File: src/rtl/tmr_pkg.sv
package tmr_pkg;
  typedef enum logic [1:0] {
    ACT_OFF    = 2'b00,
    ACT_TOGGLE = 2'b01,
    ACT_CLEAR  = 2'b10,
    ACT_SET    = 2'b11
  } wave_act_e;

  typedef enum logic [2:0] {
    TOP_FULL = 3'd0,
    TOP_B8   = 3'd1,
    TOP_B9   = 3'd2,
    TOP_B10  = 3'd3,
    TOP_CMP0 = 3'd4,
    TOP_CAPT = 3'd5
  } top_sel_e;

  localparam int SEL_W = 3;
endpackage

File: src/rtl/tmr_counter.sv
module tmr_counter
  import tmr_pkg::*;
#(
  parameter int W = 16
) (
  input  logic             clk,
  input  logic             rst,
  input  logic             cnt_en,
  input  logic [SEL_W-1:0] sel,
  input  logic [W-1:0]     cmp0_val,
  input  logic [W-1:0]     cap_val,
  input  logic             ovf_clr,
  output logic [W-1:0]     count,
  output logic             wrap,
  output logic             ovf_flag
);
  localparam logic [W-1:0] LIM8  = W'((1 << 8) - 1);
  localparam logic [W-1:0] LIM9  = W'((1 << 9) - 1);
  localparam logic [W-1:0] LIM10 = W'((1 << 10) - 1);
  localparam logic [W-1:0] LIMF  = '1;

  logic [W-1:0] top_val;

  always_comb begin
    case (top_sel_e'(sel))
      TOP_B8:   top_val = LIM8;
      TOP_B9:   top_val = LIM9;
      TOP_B10:  top_val = LIM10;
      TOP_CMP0: top_val = cmp0_val;
      TOP_CAPT: top_val = cap_val;
      default:  top_val = LIMF;
    endcase
  end

  assign wrap = cnt_en && (count == top_val);

  always_ff @(posedge clk) begin
    if (rst) begin
      count    <= '0;
      ovf_flag <= 1'b0;
    end else begin
      if (wrap)        count <= '0;
      else if (cnt_en) count <= count + 1'b1;
      if (wrap)         ovf_flag <= 1'b1;
      else if (ovf_clr) ovf_flag <= 1'b0;
    end
  end

  assert_wrap_bottom_R3: assert property (@(posedge clk) disable iff (rst)
    (cnt_en && count == top_val) |=> (count == '0));
  assert_hold_R2: assert property (@(posedge clk) disable iff (rst)
    !cnt_en |=> $stable(count));
  assert_ovf_set_R4: assert property (@(posedge clk) disable iff (rst)
    (cnt_en && count == top_val) |=> ovf_flag);
endmodule

File: src/rtl/tmr_cmp_chan.sv
module tmr_cmp_chan
  import tmr_pkg::*;
#(
  parameter int W = 16
) (
  input  logic         clk,
  input  logic         rst,
  input  logic         cnt_en,
  input  logic [W-1:0] count,
  input  logic         wrap,
  input  logic         wr_en,
  input  logic [W-1:0] wdata,
  input  logic         force_cmp,
  input  logic [1:0]   mode,
  input  logic         lock_pwm,
  input  logic         flag_clr,
  output logic [W-1:0] active,
  output logic         flag,
  output logic         wave
);
  logic [W-1:0] pending;
  logic         match;
  logic         fire;

  assign match = cnt_en && (count == active);
  assign fire  = match || force_cmp;

  always_ff @(posedge clk) begin
    if (rst) begin
      pending <= '0;
      active  <= '0;
      flag    <= 1'b0;
      wave    <= 1'b0;
    end else begin
      if (wr_en) pending <= wdata;
      if (wrap)  active  <= pending;
      if (match)         flag <= 1'b1;
      else if (flag_clr) flag <= 1'b0;
      case (wave_act_e'(mode))
        ACT_OFF:    wave <= 1'b0;
        ACT_TOGGLE: if (fire) wave <= ~wave;
        ACT_CLEAR:  if (fire && !lock_pwm) wave <= 1'b0;
        default:    if (fire && !lock_pwm) wave <= 1'b1;
      endcase
    end
  end

  assert_match_flag_R5: assert property (@(posedge clk) disable iff (rst)
    (cnt_en && count == active) |=> flag);
  assert_active_hold_R6: assert property (@(posedge clk) disable iff (rst)
    !wrap |=> $stable(active));
  assert_off_low_R7: assert property (@(posedge clk) disable iff (rst)
    (mode == 2'b00) |=> !wave);
  assert_force_noflag_R8: assert property (@(posedge clk) disable iff (rst)
    (force_cmp && !flag && !(cnt_en && count == active)) |=> !flag);
  assert_lock_R10: assert property (@(posedge clk) disable iff (rst)
    (lock_pwm && mode[1]) |=> $stable(wave));
endmodule

File: src/rtl/timer_cmp_pwm.sv
module timer_cmp_pwm
  import tmr_pkg::*;
#(
  parameter int W   = 16,
  parameter int NCH = 3
) (
  input  logic             clk,
  input  logic             rst,
  input  logic             cnt_en,
  input  logic [SEL_W-1:0] wrap_sel,
  input  logic [W-1:0]     cap_val,
  input  logic [NCH-1:0]   cmp_wr,
  input  logic [W-1:0]     cmp_wdata,
  input  logic [NCH-1:0]   force_cmp,
  input  logic [2*NCH-1:0] out_mode,
  input  logic [NCH:0]     flag_clr,
  input  logic [NCH:0]     irq_en,
  output logic [W-1:0]     count,
  output logic [NCH-1:0]   cmp_flag,
  output logic             ovf_flag,
  output logic [NCH-1:0]   wave,
  output logic             irq
);
  logic [W-1:0] act_val [NCH];
  logic         wrap;
  logic         top_is_cmp0;
  logic [NCH:0] all_flags;

  assign top_is_cmp0 = (wrap_sel == SEL_W'(TOP_CMP0));

  tmr_counter #(.W(W)) u_cnt (
    .clk      (clk),
    .rst      (rst),
    .cnt_en   (cnt_en),
    .sel      (wrap_sel),
    .cmp0_val (act_val[0]),
    .cap_val  (cap_val),
    .ovf_clr  (flag_clr[NCH]),
    .count    (count),
    .wrap     (wrap),
    .ovf_flag (ovf_flag)
  );

  for (genvar i = 0; i < NCH; i++) begin : g_ch
    logic lock;
    assign lock = (i == 0) && top_is_cmp0;
    tmr_cmp_chan #(.W(W)) u_ch (
      .clk       (clk),
      .rst       (rst),
      .cnt_en    (cnt_en),
      .count     (count),
      .wrap      (wrap),
      .wr_en     (cmp_wr[i]),
      .wdata     (cmp_wdata),
      .force_cmp (force_cmp[i]),
      .mode      (out_mode[2*i +: 2]),
      .lock_pwm  (lock),
      .flag_clr  (flag_clr[i]),
      .active    (act_val[i]),
      .flag      (cmp_flag[i]),
      .wave      (wave[i])
    );
  end

  assign all_flags = {ovf_flag, cmp_flag};

  always_ff @(posedge clk) begin
    if (rst) irq <= 1'b0;
    else     irq <= |(all_flags & irq_en);
  end

  assert_irq_raise_R9: assert property (@(posedge clk) disable iff (rst)
    (|({ovf_flag, cmp_flag} & irq_en)) |=> irq);
  assert_irq_quiet_R9: assert property (@(posedge clk) disable iff (rst)
    !(|({ovf_flag, cmp_flag} & irq_en)) |=> !irq);
endmodule

File: config.mk
export PLATFORM = sky130hd
export DESIGN_NAME = timer_cmp_pwm
export DESIGN_NICKNAME = d
export VERILOG_FILES = /design/src/rtl/tmr_pkg.sv /design/src/rtl/tmr_counter.sv /design/src/rtl/tmr_cmp_chan.sv /design/src/rtl/timer_cmp_pwm.sv
export SDC_FILE = /design/constraint.sdc
export NUM_CORES = 1
export LEC_CHECK = 0
export BUFFER_PORTS_ARGS = -buffer_cell sky130_fd_sc_hd__clkbuf_2
export CAP_MARGIN = 30
export CORE_UTILIZATION = 52
export DETAILED_ROUTE_END_ITERATION = 8
export PLACE_DENSITY_LB_ADDON = 0.12
export SYNTH_ARGS = -nofsm -noshare
export SYNTH_HDL_FRONTEND = slang
export SYNTH_SLANG_ARGS = --single-unit
File: constraint.sdc
create_clock -name clk -period 2.25 [get_ports clk]
set_input_delay 0.45 -clock clk [delete_from_list [all_inputs] [get_ports clk]]
set_output_delay 0.45 -clock clk [all_outputs]
set_load 0.01 [all_outputs]
* Word-level counts from Yosys, hierarchy flattened *
Index checks and enable logic that the tools add are counted.

word-level totals
  register bits = 120
  logic and storage cells = 86
  bits of input ports = 58

operators by class
  bitwise logic cells = 4
  eq/ne operators = 21
  muxes and demuxes = 21
  reductions and logical operators = 24
  add/subtract/negate cells = 1

operators with widths
  kind                     number
  $pmux W16 S5             1
  $eq A16 B16 Y1           4
  $mux W1                  17
  $add A16 B1 Y16 const B  1
  $ne A2 B1 Y1 const B     6
  $reduce_bool A2 Y1       6
  $pmux W1 S3              3
  $reduce_and A3 Y1        3
  $eq A2 B1 Y1 const B     3
  $eq A2 B2 Y1 const B     3
  $eq A3 B2 Y1 const B     2
  $eq A3 B3 Y1 const B     2
  $logic_not A2 Y1         3
  $logic_and A1 B1 Y1      5
  $and A4 B4 Y4            1
  $reduce_or A4 Y1         1
  $eq A3 B1 Y1 const B     1
  $logic_or A1 B1 Y1       3
  $not A1 Y1               3
  $reduce_bool A3 Y1       1
  $reduce_or A2 Y1         1
  $logic_not A1 Y1         1

* Depth between registers and ports, before layout *
Gate-level depths: netlist of run 1.

  depth in word-level cells = 6
  depth in mapped cells = 13

* Modules after synthesis *
A second synthesis of run 1 with hierarchy kept.

second synthesis, totals
  cells, all modules = 621
  area, all modules = 5,816.8 sq um

by module, submodules not included
  module         seq. area each (sq um)  area an instance (sq um)  cells each  times used
  tmr_cmp_chan   680.7                   1,407.6                   140         3
  tmr_counter    340.3                   1,542.7                   195         1
  timer_cmp_pwm  20.0                    51.3                      6           1

* Least setup slack after synthesis of run 1 *
No wires, ideal clock.

  path kind = in2reg
  start = input port wrap_sel[0]
  end = register g_ch[0].u_ch.active[0]
  data arrival time = 2.243 ns
  setup slack = -0.125 ns
  data required time = 2.118 ns
  library setup time = 0.132 ns
  stages = 11
  cells stage by stage = buf_6 > buf_6 > buf_6 > o211ai_2 > nand3_1 > a2111oi_4 > nand4_2 > buf_2 > clkbuf_2 > o21ai_0 > a21oi_1

on the way
  word-level cells in the longest chain between the ends = 4
  elaborated cells on any way between the ends = 8
  those cells by class = eq/ne: 6; mux: 1; reduce/logical: 1

RTL lines
  item                                  line                 text
  from (decl)                           timer_cmp_pwm.sv:10  input logic [SEL_W-1:0] wrap_sel,
  $eq A3 B3 Y1 (tied with other cells)  tmr_counter.sv:25    case (top_sel_e'(sel))
  $pmux W16 S5 *                        tmr_counter.sv:25
  $eq A16 B16 Y1 *                      tmr_counter.sv:35    assign wrap = cnt_en && (count == top_val);
  $logic_and A1 B1 Y1 *                 tmr_counter.sv:35
  to (signal assigned)                  tmr_cmp_chan.sv:36   if (wrap) active <= pending;
  to (decl)                             tmr_cmp_chan.sv:17   output logic [W-1:0] active,

Mark *: on every way between the ends. The rest lies on a longest branch, timed or not.
A chain may end at the register's enable or synchronous reset.

* Worst setup path after layout of run 1 *
  start = register g_ch[0].u_ch.active[0]
  end = register g_ch[1].u_ch.active[6]

on the way
  word-level cells in the longest chain between the ends = 3

RTL lines
  item                  line
  $pmux W16 S5          tmr_counter.sv:25
  $eq A16 B16 Y1        tmr_counter.sv:35
  $logic_and A1 B1 Y1   tmr_counter.sv:35
  to (signal assigned)  tmr_cmp_chan.sv:36
  to (decl)             tmr_cmp_chan.sv:17

Every way passes these cells.

==> impl_metrics.py, run 1 <==
metrics = {
    "timing": {
        "drv_slew": 0,
        "max_freq_ghz": 0.467,
        "setup_viol": 0,
        "relSlewSlack_pct": 60.4,
        "tightestPinTransition_ps": 595,
        "period_needed_ps": 2140,
        "tns_ps": 0,
        "fin_ws_ps": 109,
        "hold_violations": 0,
        "fin_skew_ps": 9.09,
        "finalCritPeriodShare_pct": 95.1,
    },
    "yosys": {
        "ys_warn_count": 0,
        "post_synth_num_cell_types": 47,
        "netlist_area_um2": 5810,
        "ys_ff_latch": 120,
        "avgSynthCellArea_um2": 8.73,
        "synth-edff-count": 0,
        "yosysSeqAreaShare_pct": 41.4,
        "synth_nets": 724,
        "yosys.area.top_type_share_pct": 41.4,
        "synth_area_leaders": "dfxtp_1, mux2i_1, xnor2_1",
        "async_flop_share_pct": 0,
        "synth-main-ff-cell": "dfxtp_1",
        "synth_cells": 665,
        "yosysTopAreaCell": "dfxtp_1",
    },
    "critical_path": {
        "cpMaxStageDelayCell": "or4_4",
        "cp_cell_sequence": "mux2i_1 > buf_4 > o21ai_0 > a32oi_1 > or4_4 > buf_4 > o21ai_0 > a21oi_1",
        "critical_path_required_ps": 2650,
        "slowest_delay_ps": 580,
        "cp.depth": 8,
        "crit_family": "simple AND/OR/NAND/NOR gates",
        "worst_setup_path_end_kind": "register",
        "arrival_ps": 2540,
        "critPathLaunchType": "register",
        "crit_type": "reg2reg",
        "critPathBufInv": 2,
        "path_max_fanout": 27,
        "reg2reg_depth": 8,
    },
    "power_and_ir_drop": {
        "seq_power_share_pct": 41.7,
        "vdd_drop_max_uv": 834,
        "clkPwrFrac_pct": 49.4,
        "power_density_nw_per_um2": 736,
        "power_leakage_nw": 3.04,
        "combPwrFrac_pct": 8.9,
        "p_sw_share_pct": 23.0,
        "power_w": 0.00537,
        "p_switching_w": 0.00124,
        "p_int_w": 0.00414,
    },
    "drt": {
        "firstDrtPassIters": 5,
        "wire_per_inst_um": 17.3,
        "drtIter0Drc": 330,
        "drcViolationCount": 0,
        "ant_nets": 0,
        "wl_um": 15800,
        "viasPerCell": 5.59,
        "vias": 5105,
    },
    "outcome": {
        "outcome": "finished clean",
    },
    "die": {
        "io_pins": 82,
        "std_cell_rows": 38,
        "dieHeight_um": 108,
        "fp.dieW_um": 108,
        "die-area_um2": 11600,
        "initial_core_util_pct": 53.6,
        "core_area_um2": 10800,
    },
    "global_routing": {
        "grt_max_degree": 103,
        "overflow": 0,
        "antenna_found_initial": 0,
        "grt_use_total_pct": 28.9,
        "grt_pass1_wl_um": 24800,
        "grt_pass1_vias": 4678,
    },
    "placed_design": {
        "routabilityCongestion": 0.850,
        "io_buffer_count": 81,
        "dp_cells": 882,
        "hpwl_um": 11600,
        "preCtsSetupSlack_ps": -306,
        "placed_cell_area_um2": 6690,
    },
    "clocking": {
        "htree_levels": 4,
        "cts-root-buf": "clkbuf_8",
        "numCtsBuffers": 17,
        "clockBufferDepth": 2,
        "tritoncts": "built",
        "clk-insertion-delay-late_ps": 530,
        "cts_sinks": 120,
        "path_clk_slew_ps": 60,
    },
    "finish": {
        "final_cell_area_um2": 7300,
        "drive_gt1_share_pct": 26.7,
        "layoutNonFillerInstCount": 914,
        "insertedDiodeCount": 0,
        "area_growth_pct": 25.7,
        "fin_nets": 820,
    },
    "worst_hold_path": {
        "hp-class": "in2reg",
        "min_delay_path_depth": 3,
    },
    "run": {
        "drv_cap": 0,
    },
}
## through the flow
step	hold slack (ps)	util, %
2_1_floorplan	443	-
3_3_place_gp	462	61.7
3_5_place_dp	469	61.7
4_1_cts	134	67.1
5_1_grt	143	67.3
6_report	152	67.3
## placed cells by master, fill, tap and decap left out, types with 6 or more instances in the layout
cell and instances:
nor2_1 60, nor3_2 6, dfxtp_1 113, a21oi_1 66, xnor2_1 49, nand4_1 12
clkbuf_16 16, nor3_1 12, xor2_1 26, o21ai_1 17, and3_1 7, clkbuf_8 6
nand2_1 18, buf_12 8, o21ai_0 36, clkbuf_2 80, dfxtp_2 7, mux2i_1 56
buf_4 60, nand3_1 56
## state kept, by name, indices dropped and copies added, names as in the netlist
signal / cells
g_ch.u_ch.active: 48
g_ch.u_ch.flag: 3
g_ch.u_ch.pending: 48
g_ch.u_ch.wave: 3
irq: 1
u_cnt.count: 16
u_cnt.ovf_flag: 1
## synthesized netlist by cell type, types with 18 or more instances
library cell,instances
a21oi_1,67
clkbuf_1,42
dfxtp_1,120
mux2i_1,56
nand2_1,18
nand3_1,57
nor2_1,60
nor3_1,18
o21ai_0,43
xnor2_1,49
xor2_1,26
## layer usage
metal,share of wire (%),GRT usage (%),up-vias
li1,-,-,2502
met3,5.8,7.20,28
met5,0,0,-
met1,45,38.4,2425
met4,2.1,10.4,0
met2,47,45.1,150
## logic make-up (layout without fill, tap and decap cells)
| family | Yosys count | in the layout | synth area share [%] |
|---|---|---|---|
| mux | 57 | 57 | 10.0 |
| xor+xnor | 75 | 75 | 11.3 |
| compound gates | 140 | 140 | 13.4 |
| simple gates | 196 | 196 | 17.1 |
| fa+ha+maj | 1 | 1 | 0.215 |
| buf+inv | 76 | 185 | 6.57 |
| flops | 120 | 120 | 41.4 |
## cell type report
cell class	instances	area (µm²)
well taps	140	175
clock inverters	7	90.1
repair buffers	148	1010
fillers	895	3540
clock buffers	25	494
flip-flops and latches	120	2410
multi-input cells	469	3100
inverters	5	18.8
## worst reg2reg max path: stages, from the launching register on
cell	delay, ps
dfxtp_2	370
mux2i_1	100
buf_4	150
o21ai_0	130
a32oi_1	140
or4_4	580
buf_4	230
o21ai_0	220
a21oi_1	80
## repair_timing
item / 4_1_cts / 5_1_grt
hold buffers: 0 / 0
gates resized for setup: 0 / 12
setup buffers: 0 / 0
hold endpoints to repair: 0 / 0
setup endpoints to repair: 0 / 43
## power groups by stage
stage / Clock, W / Sequential, W / Combinational, W
after global routing: 0.00278 / 0.00225 / 0.000521
after CTS: 0.00267 / 0.00224 / 0.000474
after detailed placement: 0 / 0.00228 / 0.000471
after floorplan: 0 / 0.00227 / 0.000304
after global placement: 0 / 0.00228 / 0.000458
final: 0.00265 / 0.00224 / 0.000477
## worst paths after layout
kind                            slack (ps)                   start                      to
worst max-delay path                   110  g_ch[0].u_ch.active[0]  g_ch[1].u_ch.active[6]
worst min-delay path                   150             out_mode[0]       g_ch[0].u_ch.wave
worst max register to register         110  g_ch[0].u_ch.active[0]  g_ch[1].u_ch.active[6]
worst min register to register         480       g_ch[1].u_ch.wave       g_ch[1].u_ch.wave
Power figures use the tool's default switching activity.
==> run 2: changes to the inputs <==
--- a/config.mk
+++ b/config.mk
@@ -7,7 +7,7 @@
 export LEC_CHECK = 0
 export BUFFER_PORTS_ARGS = -buffer_cell sky130_fd_sc_hd__clkbuf_2
 export CAP_MARGIN = 30
-export CORE_UTILIZATION = 52
+export CORE_UTILIZATION = 42
 export DETAILED_ROUTE_END_ITERATION = 8
 export PLACE_DENSITY_LB_ADDON = 0.12
 export SYNTH_ARGS = -nofsm -noshare
==> run 2 against run 1 <==
Against the previous run:
- setup slack worse by 63 ps
- die area is 23% higher
- sequential share of layout area is 0.34 points lower
- first-iteration DRC count is 11% higher
- register-to-register slack worse by 40 ps
- total power is 0.49% higher
- hold slack better by 130 ps
- via count is 0.88% lower
- cell count is 2.7% higher
- largest cell class unchanged
==> impl_metrics.py, run 2 (synthesis gave the netlist of run 1 again) <==
metrics = {
    "critical_path": {
        "rr_startpoint": "g_ch[0].u_ch.active[14]",
        "arrival_ps": 2480,
        "path_max_fanout": 8,
        "critPathBufInv": 3,
        "slowest_delay_ps": 570,
        "crit_type": "in2reg",
        "r2r_end": "u_cnt.count[12]",
        "worst_setup_path_end_kind": "register",
        "critical_path_required_ps": 2530,
        "crit_family": "simple AND/OR/NAND/NOR gates",
        "cp_cell_sequence": "buf_6 > buf_6 > or2_4 > a21oi_4 > or3b_4 > nand4_1 > or4_4 > buf_8 > nor2_4 > nor3_2",
        "critPathLaunchType": "primary input",
        "crit_path_frequent_cell": "buf_6",
        "r2r_slack_ps": 70,
        "cpMaxStageDelayCell": "or4_4",
        "reg2reg_depth": 8,
    },
    "power_and_ir_drop": {
        "power_leakage_nw": 3.02,
        "power_density_nw_per_um2": 732,
        "vdd_drop_max_uv": 568,
        "combPwrFrac_pct": 9.2,
        "p_sw_share_pct": 23.9,
        "power_w": 0.00540,
        "p_switching_w": 0.00129,
        "p_int_w": 0.00411,
        "clkPwrFrac_pct": 49.2,
        "seq_power_share_pct": 41.7,
    },
    "finish": {
        "insertedDiodeCount": 0,
        "drive_gt1_share_pct": 27.4,
        "fin_util_pct": 55.2,
        "fin_nets": 810,
        "final_common_cell": "dfxtp_1",
        "layout_common_cells": "dfxtp_1, clkbuf_2, a21oi_1",
        "area_growth_pct": 27.0,
        "top_regs": "g_ch.u_ch.active (48), g_ch.u_ch.pending (48), u_cnt.count (16)",
    },
    "drt": {
        "vias": 5060,
        "wire_per_inst_um": 18.2,
        "viasPerCell": 5.39,
        "ant_nets": 0,
        "wl_um": 17100,
        "firstDrtPassIters": 4,
        "drcViolationCount": 0,
        "drtIter0Drc": 367,
    },
    "timing": {
        "relSlewSlack_pct": 61.9,
        "max_freq_ghz": 0.454,
        "tightestPinTransition_ps": 572,
        "setup_viol": 0,
        "drv_slew": 0,
        "rsz0062_at_grt": "yes",
        "hold_violations": 0,
        "fin_skew_ps": 9.90,
        "holdWs_ps": 279,
        "finalCritPeriodShare_pct": 98.0,
        "period_needed_ps": 2200,
    },
    "placed_design": {
        "hpwl_um": 11600,
        "io_buffer_count": 81,
        "routabilityCongestion": 0.813,
    },
    "global_routing": {
        "overflow": 0,
        "grt_max_degree": 72,
        "grt_pass1_wl_um": 26100,
        "antenna_found_initial": 0,
        "grt_use_total_pct": 24.1,
        "grt_pass1_vias": 4739,
    },
    "clocking": {
        "clk-insertion-delay-late_ps": 420,
        "clockBufferDepth": 2,
        "numCtsBuffers": 17,
        "tritoncts": "built",
        "cts_sinks": 120,
        "cts-root-buf": "clkbuf_16",
        "path_clk_slew_ps": 60,
        "htree_levels": 4,
    },
    "worst_hold_path": {
        "hold_start": "out_mode[0]",
        "min_delay_path_depth": 3,
        "hp-class": "in2reg",
        "holdPathEnd": "g_ch[0].u_ch.wave",
    },
    "die": {
        "die-area_um2": 14300,
        "std_cell_rows": 42,
        "fp.dieW_um": 120,
        "io_pins": 82,
        "initial_core_util_pct": 43.5,
        "core_area_um2": 13300,
        "dieHeight_um": 120,
    },
    "run": {
        "drv_cap": 0,
    },
    "outcome": {
        "outcome": "finished clean",
    },
}
## run 2: power groups by stage
stage	clock, W	combinational [W]	sequential [W]
global route	0.00279	0.000541	0.00225
floorplan	0	0.000304	0.00227
detailed placement	0	0.000464	0.00229
finish	0.00266	0.000495	0.00225
CTS	0.00268	0.000468	0.00225
global placement	0	0.000456	0.00229
## run 2: worst max-delay path by stage
| stage | from | end | slack, ps | cells after the start |
|---|---|---|---|---|
| final | wrap_sel[1] | u_cnt.count[12] | 50 | 10 |
| after global routing | u_cnt.count[12] | g_ch[1].u_ch.wave | -20 | 7 |
| after CTS | u_cnt.count[11] | g_ch[1].u_ch.wave | 20 | 7 |
| after detailed placement | wrap_sel[2] | u_cnt.count[4] | -380 | 10 |
| after global placement | wrap_sel[2] | u_cnt.count[4] | -340 | 10 |
| after floorplan | wrap_sel[0] | g_ch[0].u_ch.active[11] | -60 | 12 |
## run 2: worst min-delay path: stages
cell      delay, ps
clkbuf_2         80
inv_1            40
a221oi_1         60
## run 2: layout make-up
class,instances,area (µm²)
Fill cell,1255,5970
Clock inverter,11,123
Timing Repair Buffer,137,982
Sequential cell,120,2410
Inverter,5,18.8
Tap cell,176,220
Clock buffer,20,457
Multi-Input combinational cell,470,3160
## run 2: layer usage
layer,vias to the layer above,share of wire (%),GRT usage (%)
met4,0,1.5,7.73
li1,2485,-,-
met5,-,0,0
met2,140,45,36.3
met3,18,5.0,4.94
met1,2417,48,34.1
## run 2: through the flow
step                worst slack, ps  instances  TNS (ps)  area (µm²)
finish                         46.0        939         0        7370
global route                  -23.8        939     -29.5        7370
CTS                            15.5        931         0        7180
detailed placement             -380        900    -21260        6590
global placement               -336        900    -19330        6590
floorplan                     -57.7        665     -1840        5900
## run 2: timing repair
| item | in CTS | in global routing |
|---|---|---|
| hold buffers | 0 | 0 |
| resized for setup | 3 | 45 |
| pin swaps | 0 | 13 |
| buffers inserted | 0 | 5 |
| gates cloned | 0 | 3 |
| setup endpoints to repair | 3 | 67 |
